==> config.mk <==
export PLATFORM = sky130hd
export DESIGN_NAME = pwm_bank
export DESIGN_NICKNAME = d
export VERILOG_FILES = /design/src/rtl/pwm_bank_pkg.sv /design/src/rtl/pwm_bank_regs.sv /design/src/rtl/pwm_bank_timebase.sv /design/src/rtl/pwm_bank_chan.sv /design/src/rtl/pwm_bank.sv
export SDC_FILE = /design/constraint.sdc
export NUM_CORES = 1
export LEC_CHECK = 0
export BUFFER_PORTS_ARGS = -buffer_cell sky130_fd_sc_hd__buf_2
export CAP_MARGIN = 0
export CELL_PAD_IN_SITES_DETAIL_PLACEMENT = 1
export CELL_PAD_IN_SITES_GLOBAL_PLACEMENT = 1
export CORE_MARGIN = 1
export CORE_UTILIZATION = 30
export DETAILED_ROUTE_END_ITERATION = 7
export PLACE_DENSITY_LB_ADDON = 0.15
export SLEW_MARGIN = 20
export SYNTH_ARGS = -nofsm -noshare
export SYNTH_HDL_FRONTEND = slang
export SYNTH_SLANG_ARGS = --single-unit
==> constraint.sdc <==
create_clock -name clk -period 2.3 [get_ports clk]
set_clock_uncertainty 0.2 [all_clocks]
set_input_delay 0.345 -clock clk [delete_from_list [all_inputs] [get_ports clk]]
set_output_delay 0.345 -clock clk [all_outputs]
set_load 0.01 [all_outputs]
==> src/rtl/pwm_bank_pkg.sv <==
package pwm_bank_pkg;

    localparam int unsigned FIELD_W  = 16;
    localparam int unsigned WORD_W   = 32;
    localparam int unsigned EN_POS   = 31;
    localparam int unsigned UPD_POS  = 30;
    localparam int unsigned HI_LSB   = 16;

    typedef logic [FIELD_W-1:0] field_t;
    typedef logic [WORD_W-1:0]  word_t;

    // One channel's settings, staged or active
    typedef struct packed {
        logic   en;
        field_t pre;
        field_t div;
        field_t hi;
    } chan_cfg_t;

    typedef enum logic {
        SEL_TIMING = 1'b0,
        SEL_CTRL   = 1'b1
    } word_sel_e;

    function automatic word_t pack_timing(input chan_cfg_t c);
        word_t w;
        w = '0;
        w[WORD_W-1:HI_LSB]  = c.hi;
        w[FIELD_W-1:0]      = c.div;
        return w;
    endfunction

    function automatic word_t pack_ctrl(input chan_cfg_t c, input logic pending);
        word_t w;
        w = '0;
        w[EN_POS]           = c.en;
        w[UPD_POS]          = pending;
        w[FIELD_W-1:0]      = c.pre;
        return w;
    endfunction

endpackage

==> src/rtl/pwm_bank_regs.sv <==
module pwm_bank_regs
    import pwm_bank_pkg::*;
#(
    parameter int unsigned N_CH   = 4,
    parameter int unsigned ADDR_W = 5
) (
    input  logic                   clk,
    input  logic                   rst,
    input  logic                   bus_we,
    input  logic [ADDR_W-1:0]      bus_addr,
    input  word_t                  bus_wdata,
    output word_t                  bus_rdata,
    input  logic [N_CH-1:0]        load_ack,
    output chan_cfg_t [N_CH-1:0]   stage_cfg,
    output logic [N_CH-1:0]        pending
);

    localparam int unsigned IDX_W = ADDR_W - 3;

    logic             aligned;
    logic [IDX_W-1:0] ch_idx;
    word_sel_e        sel;
    logic             idx_ok;

    assign aligned = (bus_addr[1:0] == 2'b00);
    assign ch_idx  = bus_addr[ADDR_W-1:3];
    assign sel     = word_sel_e'(bus_addr[2]);
    assign idx_ok  = aligned && (32'(ch_idx) < N_CH);

    for (genvar c = 0; c < N_CH; c++) begin : g_stage
        logic hit;
        assign hit = bus_we && idx_ok && (32'(ch_idx) == c);

        always_ff @(posedge clk) begin
            if (rst) begin
                stage_cfg[c] <= '0;
                pending[c]   <= 1'b0;
            end else begin
                if (hit && sel == SEL_TIMING) begin
                    stage_cfg[c].hi  <= bus_wdata[WORD_W-1:HI_LSB];
                    stage_cfg[c].div <= bus_wdata[FIELD_W-1:0];
                end
                if (hit && sel == SEL_CTRL) begin
                    stage_cfg[c].en  <= bus_wdata[EN_POS];
                    stage_cfg[c].pre <= bus_wdata[FIELD_W-1:0];
                end
                // a fresh request wins over an acknowledge in the same cycle
                if (hit && sel == SEL_CTRL && bus_wdata[UPD_POS])
                    pending[c] <= 1'b1;
                else if (load_ack[c])
                    pending[c] <= 1'b0;
            end
        end
    end

    always_comb begin
        bus_rdata = '0;
        for (int c = 0; c < N_CH; c++) begin
            if (idx_ok && 32'(ch_idx) == c) begin
                if (sel == SEL_TIMING)
                    bus_rdata = pack_timing(stage_cfg[c]);
                else
                    bus_rdata = pack_ctrl(stage_cfg[c], pending[c]);
            end
        end
    end

endmodule

==> src/rtl/pwm_bank_timebase.sv <==
module pwm_bank_timebase
    import pwm_bank_pkg::*;
(
    input  logic   clk,
    input  logic   rst,
    input  logic   run,
    input  logic   restart,
    input  field_t pre_lim,
    input  field_t div_lim,
    output field_t pre_cnt,
    output field_t div_cnt,
    output logic   last
);

    logic step_end;

    assign step_end = (pre_cnt == pre_lim);
    assign last     = run && step_end && (div_cnt == div_lim);

    always_ff @(posedge clk) begin
        if (rst || restart || !run) begin
            pre_cnt <= '0;
            div_cnt <= '0;
        end else if (step_end) begin
            pre_cnt <= '0;
            if (div_cnt == div_lim)
                div_cnt <= '0;
            else
                div_cnt <= div_cnt + 1'b1;
        end else begin
            pre_cnt <= pre_cnt + 1'b1;
        end
    end

endmodule

==> src/rtl/pwm_bank_chan.sv <==
module pwm_bank_chan
    import pwm_bank_pkg::*;
(
    input  logic      clk,
    input  logic      rst,
    input  chan_cfg_t stage,
    input  logic      pending,
    output logic      load,
    output chan_cfg_t active,
    output field_t    pre_cnt,
    output field_t    div_cnt,
    output logic      pwm
);

    logic period_last;

    pwm_bank_timebase u_tb (
        .clk     (clk),
        .rst     (rst),
        .run     (active.en),
        .restart (load),
        .pre_lim (active.pre),
        .div_lim (active.div),
        .pre_cnt (pre_cnt),
        .div_cnt (div_cnt),
        .last    (period_last)
    );

    // commit at period end, or at once while stopped
    assign load = pending && (!active.en || period_last);

    always_ff @(posedge clk) begin
        if (rst)
            active <= '0;
        else if (load)
            active <= stage;
    end

    assign pwm = active.en && (div_cnt < active.hi);

endmodule

==> src/rtl/pwm_bank.sv <==
module pwm_bank
    import pwm_bank_pkg::*;
#(
    parameter int unsigned N_CH   = 4,
    localparam int unsigned IDX_W = (N_CH > 1) ? $clog2(N_CH) : 1,
    localparam int unsigned ADDR_W = IDX_W + 3
) (
    input  logic              clk,
    input  logic              rst,
    input  logic              bus_we,
    input  logic [ADDR_W-1:0] bus_addr,
    input  logic [31:0]       bus_wdata,
    output logic [31:0]       bus_rdata,
    output logic [N_CH-1:0]   pwm_out
);

    chan_cfg_t [N_CH-1:0] stage_w;
    chan_cfg_t [N_CH-1:0] act_w;
    logic [N_CH-1:0]      pend_w;
    logic [N_CH-1:0]      load_w;
    field_t [N_CH-1:0]    pre_cnt_w;
    field_t [N_CH-1:0]    div_cnt_w;

    pwm_bank_regs #(
        .N_CH   (N_CH),
        .ADDR_W (ADDR_W)
    ) u_regs (
        .clk       (clk),
        .rst       (rst),
        .bus_we    (bus_we),
        .bus_addr  (bus_addr),
        .bus_wdata (bus_wdata),
        .bus_rdata (bus_rdata),
        .load_ack  (load_w),
        .stage_cfg (stage_w),
        .pending   (pend_w)
    );

    for (genvar c = 0; c < N_CH; c++) begin : g_chan
        pwm_bank_chan u_chan (
            .clk     (clk),
            .rst     (rst),
            .stage   (stage_w[c]),
            .pending (pend_w[c]),
            .load    (load_w[c]),
            .active  (act_w[c]),
            .pre_cnt (pre_cnt_w[c]),
            .div_cnt (div_cnt_w[c]),
            .pwm     (pwm_out[c])
        );
    end

endmodule

Yosys cells after proc, flatten, opt, wreduce, memory -nomap -nowiden
Index checks and enable logic that the tools add are counted.
- reduce and logical (&&, ||, !) cells: 63
- $lt $le $gt $ge: 4
- bitwise operators: 1
- mux-type cells: 20
- add/subtract/negate cells: 8
- equal/unequal tests: 11
- operator list (cell ; count):
    $mux 32 ; 8
    $add 16x1->16 const B ; 8
    $eq 16x16->1 ; 8
    $lt 16x16->1 ; 4
    $mux 16 ; 4
    $logic_and 1x1->1 ; 37
    $logic_or 1x1->1 ; 12
    $mux 1 ; 8
    $reduce_bool 2->1 ; 4
    $reduce_or 2->1 ; 4
    $eq 2x2->1 const B ; 2
    $logic_not 1->1 ; 4
    $logic_not 2->1 ; 2
    $eq 2x1->1 const B ; 1
    $not 1->1 ; 1
- logic and storage cells: 151
- flip-flop bits (word level): 524
- input port bits: 40
- output and inout bits: 36

Logic depth before layout (Yosys ltp)
- depth after elaboration: 8
- mapped depth: 9
- mapped depth without buffers: 7

Modules after synthesis
Synthesis repeated with hierarchy kept, for this count alone.
- cell total of the unflattened synthesis: 3051
- area, all modules: 24750.0 um2
- modules (own cells, without submodules) (module ; sequential area each (um2) ; cells an instance ; area an instance (um2) ; instances):
    pwm_bank_regs ; 4003.8 ; 1107 ; 9275.1 ; 1
    pwm_bank_chan ; 980.9 ; 266 ; 2063.2 ; 4
    pwm_bank_timebase ; 640.6 ; 220 ; 1805.5 ; 4

Worst setup path after synthesis
OpenSTA, ideal clock, no wires.
- path type: input -> output
- start point: input bus_addr[2]
- end point: output bus_rdata[0]
- stages: 5
- arrival: 1.815 ns
- path buffers: 3
- required time: 1.755 ns
- path slack: -0.060 ns
- cells stage by stage: buf_2 > buf_1 > buf_2 > mux4_2 > o21a_1
- longest elaborated chain between the ends: 5
- elaborated cells between the ends (all ways): 8
- classes of those cells: mux (8)
- ends and longest elaborated chain (what ; RTL line ; text):
    start: declaration ; pwm_bank.sv:11 ; input logic [ADDR_W-1:0] bus_addr,
    $mux 32 ; pwm_bank_regs.sv:60 ; if (sel == SEL_TIMING)
    $mux 32 (3 in a row) ; pwm_bank_regs.sv:59 ; if (idx_ok && 32'(ch_idx) == c) begin
    $mux 32 (*) ; pwm_bank_regs.sv:59 ;
    end: declaration ; pwm_bank.sv:13 ; output logic [31:0] bus_rdata,
Mark *: on every way between the ends. The rest lies on a longest branch, timed or not.

Final worst setup path
- start point: register g_chan[1].u_chan.u_tb.div_cnt[9]
- end point: output pwm_out[1]
- longest elaborated chain between the ends: 2
- ends and longest elaborated chain (what ; RTL line ; text):
    start: declaration ; pwm_bank_timebase.sv:11 ; output field_t div_cnt,
    start signal: assignment ; pwm_bank_timebase.sv:29 ; div_cnt <= div_cnt + 1'b1;
    $lt 16x16->1 ; pwm_bank_chan.sv:39 ; assign pwm = active.en && (div_cnt < active.hi);
    $logic_and 1x1->1 ; pwm_bank_chan.sv:39 ;
    end: declaration ; pwm_bank.sv:14 ; output logic [N_CH-1:0] pwm_out
Every way passes these cells.

==> results by group <==
Outcome
  – Outcome: complete, but fails checks
  – Violated checks: setup timing

CTS
  – TritonCTS clock tree: done
  – Root Buffer Master: clkbuf_16
  – CTS sink cnt: 524
  – CTS max path bufs: 3
  – Worst-path clk slew: around 0.060 ns
  – TritonCTS Buffers: 69
  – Worst-Skew Late Latency: 0.63 ns
  – Htree depth: 3

STA
  – Final WS setup: -0.486 ns
  – # setup viols final: 292
  – Max_slew headroom: 54.8%
  – Fin. max-slew vios: 0
  – RSZ-0062 raised after global routing: yes
  – WHS: 0.165 ns
  – Ratio of final minimum period to clock period: 121%
  – Setup TNS: -32.49 ns
  – Crit path time final: around 2.8 ns
  – Fin. Hold Viols: 0
  – Fmax: 359 MHz
  – Actual slew at the worst max-slew pin: 0.678 ns

Layout
  – Area delta synth->final: 50.4%
  – Final Cell Area: 0.0439 mm^2
  – Post-layout instance count excluding filler cells: roughly 5500
  – Layout Utilization: 45.5%
  – Filler Cells Inserted: 10919
  – Count of nets after finishing: 4316
  – Share of layout cells above drive strength 1: between 30 and 40%

Worst setup path
  – Data arrival, critical path: 2.24 ns
  – CP endpoint kind: primary output
  – Worst r2r path cells: 10
  – Worst EP required: 1.75 ns
  – CP Class: reg2out
  – Maximum fanout along the worst path: 2
  – Critical Path Source Type: flip-flop

Synth
  – Cells after Synth: 3746
  – Largest family of logic cells by synthesized area: simple AND/OR/NAND/NOR gates
  – Simple-gate portion of the synthesized area: 28.0%
  – Yosys Warn Count: 0
  – Top cells by area, synth: dfxtp_1 36%, nand2_1 11%, o311ai_0 5.4%
  – Post-synth EDFFs: 0
  – FF+latch count, synth: 524
  – Synth Area in XOR/XNOR: between 5 and 6%
  – Most common flop cell mapped by yosys: dfxtp_1
  – Average cell area after synthesis: 7.79 um^2
  – Compound-cell area share of the yosys netlist: 18.3%
  – Synth top area share: 35.9%
  – Mux contribution to synthesized area: under 10%
  – Syn nets: 3854
  – Seq/Total Area, Yosys: 35.9%
  – Post-Syn Area: 0.0292 mm^2
  – Synth cell types: 55
  – Asr flop ratio synth: 0%
  – Synth area leader: dfxtp_1
  – Adder-Cell Fraction of Synth Area: just under 3%

Placement
  – Placer congestion estimate: 0.861
  – Port bufs: between 70 and 80
  – DP HPWL: 85200 um
  – Dpl cells: 5183
  – Post-DP Area: 0.0338 mm^2
  – Setup WS pre-CTS: -0.194 ns

Die
  – Core ar.: 0.0966 mm^2
  – Die Y: 314 um
  – Width of the chip: roughly 310 um
  – Boundary pin count: 76
  – Cell row count: 114
  – Initial cell density of the core: 30.2%
  – Die ar.: 0.0985 mm^2

Detailed routing
  – Post-route DRC: 0
  – Drt initial violations: 2344
  – Post-route ant nets: 0
  – Via count: 31554
  – WL final: between 100000 and 150000 um
  – Vias per cell: 5.70
  – Detailed Routing Iterations Pass 1: 5
  – Routed wire per std cell: 25.7 um

GRT
  – First-pass GRT wire length: 194000 um
  – Vias in the first global route: 30039
  – Tot GR Track Use: 25.5%
  – Pin count of the biggest net entering global routing: 102
  – Global route overflow: 0
  – Antenna violations before repair: 2

Power
  – Peak supply drop: 0.461 mV
  – Final Power: 21.2 mW
  – P per Cell Area: 483 mW/mm^2
  – P_leak: roughly 17 nW

Job
  – Max-Cap Viols: 0

Min path
  – Hold WC Path Type: in2reg
  – Hold path depth: 5
-- metal layers --
metal,vias up,global-route usage (%),wire [um]
met1,15985,36.6,65300
met4,0,5.85,3700
met5,-,0,0
met2,821,40.7,66400
met3,194,2.98,6780
li1,14554,-,-
-- sequential cells by signal, indices dropped and copies added (netlist names) --
| signal | cells |
|---|---|
| u_regs.pending | 4 |
| u_regs.stage_cfg | 196 |
| g_chan.u_chan.u_tb.pre_cnt | 64 |
| g_chan.u_chan.active | 196 |
| g_chan.u_chan.u_tb.div_cnt | 64 |
-- worst max-delay path, cell delays in order, from the launching register on --
cell      delay [ns]
dfxtp_2         0.33
buf_6           0.12
ha_4            0.21
a21o_1          0.16
a21o_1          0.16
a21oi_2         0.17
o311ai_2        0.14
a21oi_1         0.17
buf_2           0.16
-- cell usage after synthesis, drive strengths merged, types with 7 or more instances --
| library cell | instances |
|---|---|
| clkbuf | 305 |
| xnor2 | 30 |
| and3 | 16 |
| nand2b | 7 |
| nand3 | 64 |
| or3 | 43 |
| mux4 | 18 |
| a31oi | 200 |
| o21ai | 45 |
| nor2b | 14 |
| or4 | 210 |
| a21oi | 280 |
| inv | 83 |
| and4 | 15 |
| nor3b | 133 |
| a221oi | 14 |
| buf | 61 |
| ha | 68 |
| o311ai | 195 |
| nor4 | 34 |
| mux2i | 50 |
| o31ai | 11 |
| nor2 | 130 |
| o21a | 17 |
| nand4 | 40 |
| dfxtp | 524 |
| o221ai | 18 |
| nand2 | 850 |
| a21o | 18 |
| xor2 | 154 |
| nor3 | 72 |
-- path summary, 6_finish.rpt --
path / from / end / slack (ns)
worst max-delay path: g_chan[1].u_chan.u_tb.div_cnt[9]$_SDFFE_PP0N_ / pwm_out[1] / -0.49
worst min-delay path: bus_we / u_regs.stage_cfg[41]$_SDFFE_PP0P_ / 0.17
worst max register to register: g_chan[0].u_chan.active[44]$_SDFFE_PP0P_ / g_chan[0].u_chan.u_tb.div_cnt[10]$_SDFFE_PP0N_ / -0.26
worst min register to register: g_chan[2].u_chan.active[11]$_SDFFE_PP0P_ / g_chan[2].u_chan.active[11]$_SDFFE_PP0P_ / 0.28
-- report_power, final --
part           switching (mW)  internal (mW)  total, mW
Sequential             0.0247           9.06       9.08
Combinational           0.777          0.350       1.13
Clock                    4.58           6.40       11.0
Total                    5.39           15.8       21.2
-- cell type report --
cell class                      count  area [um^2]  share of cell area [%]
Antenna cell                        1         2.50                 0.00570
Clock buffer                      107         2100                    4.79
Clock inverter                     15          125                   0.285
Inverter                           84          318                   0.724
Multi-Input combinational cell   2772        20900                    47.6
Sequential cell                   524        10700                    24.5
Tap cell                         1276         1600                    3.64
Timing Repair Buffer              757         8120                    18.5
-- cells by family (layout without fill, tap and decap cells) --
logic type      count (synthesis)  count (layout)
buf+inv                       450             963
fa+ha+maj                      68              68
simple gates                 1640            1640
xor+xnor                      184             184
other cells                     0               1
mux                            68              68
flops                         524             524
compound gates                812             812
-- repair_timing --
item / in CTS / in global routing
gates cloned: 26 / 62
hold buffers: 33 / 0
resized for setup: 486 / 721
setup endpoints to repair: 299 / 307
pin swaps: 220 / 261
setup buffers: 91 / 48
hold endpoints to repair: 204 / 0
-- placed cells by master, fill, tap and decap left out, types with 27 or more instances in the layout --
cell and instances:
a21oi_1 235, a21oi_2 45, a31oi_1 199, buf_12 77
buf_2 54, buf_4 432, buf_6 83, clkbuf_16 107
dfxtp_1 405, dfxtp_2 78, dfxtp_4 41, dlygate4sd3_1 33
ha_1 49, inv_1 74, mux2i_1 42, nand2_1 846
nand3_1 64, nand4_1 39, nor2_1 86, nor3_1 69
nor3b_1 133, o21ai_0 33, o311ai_1 39, o311ai_2 60
o311ai_4 91, or3_1 27, or4_1 40, or4_4 170
xnor2_1 30, xor2_1 147
(Power assumes the default switching activity.)
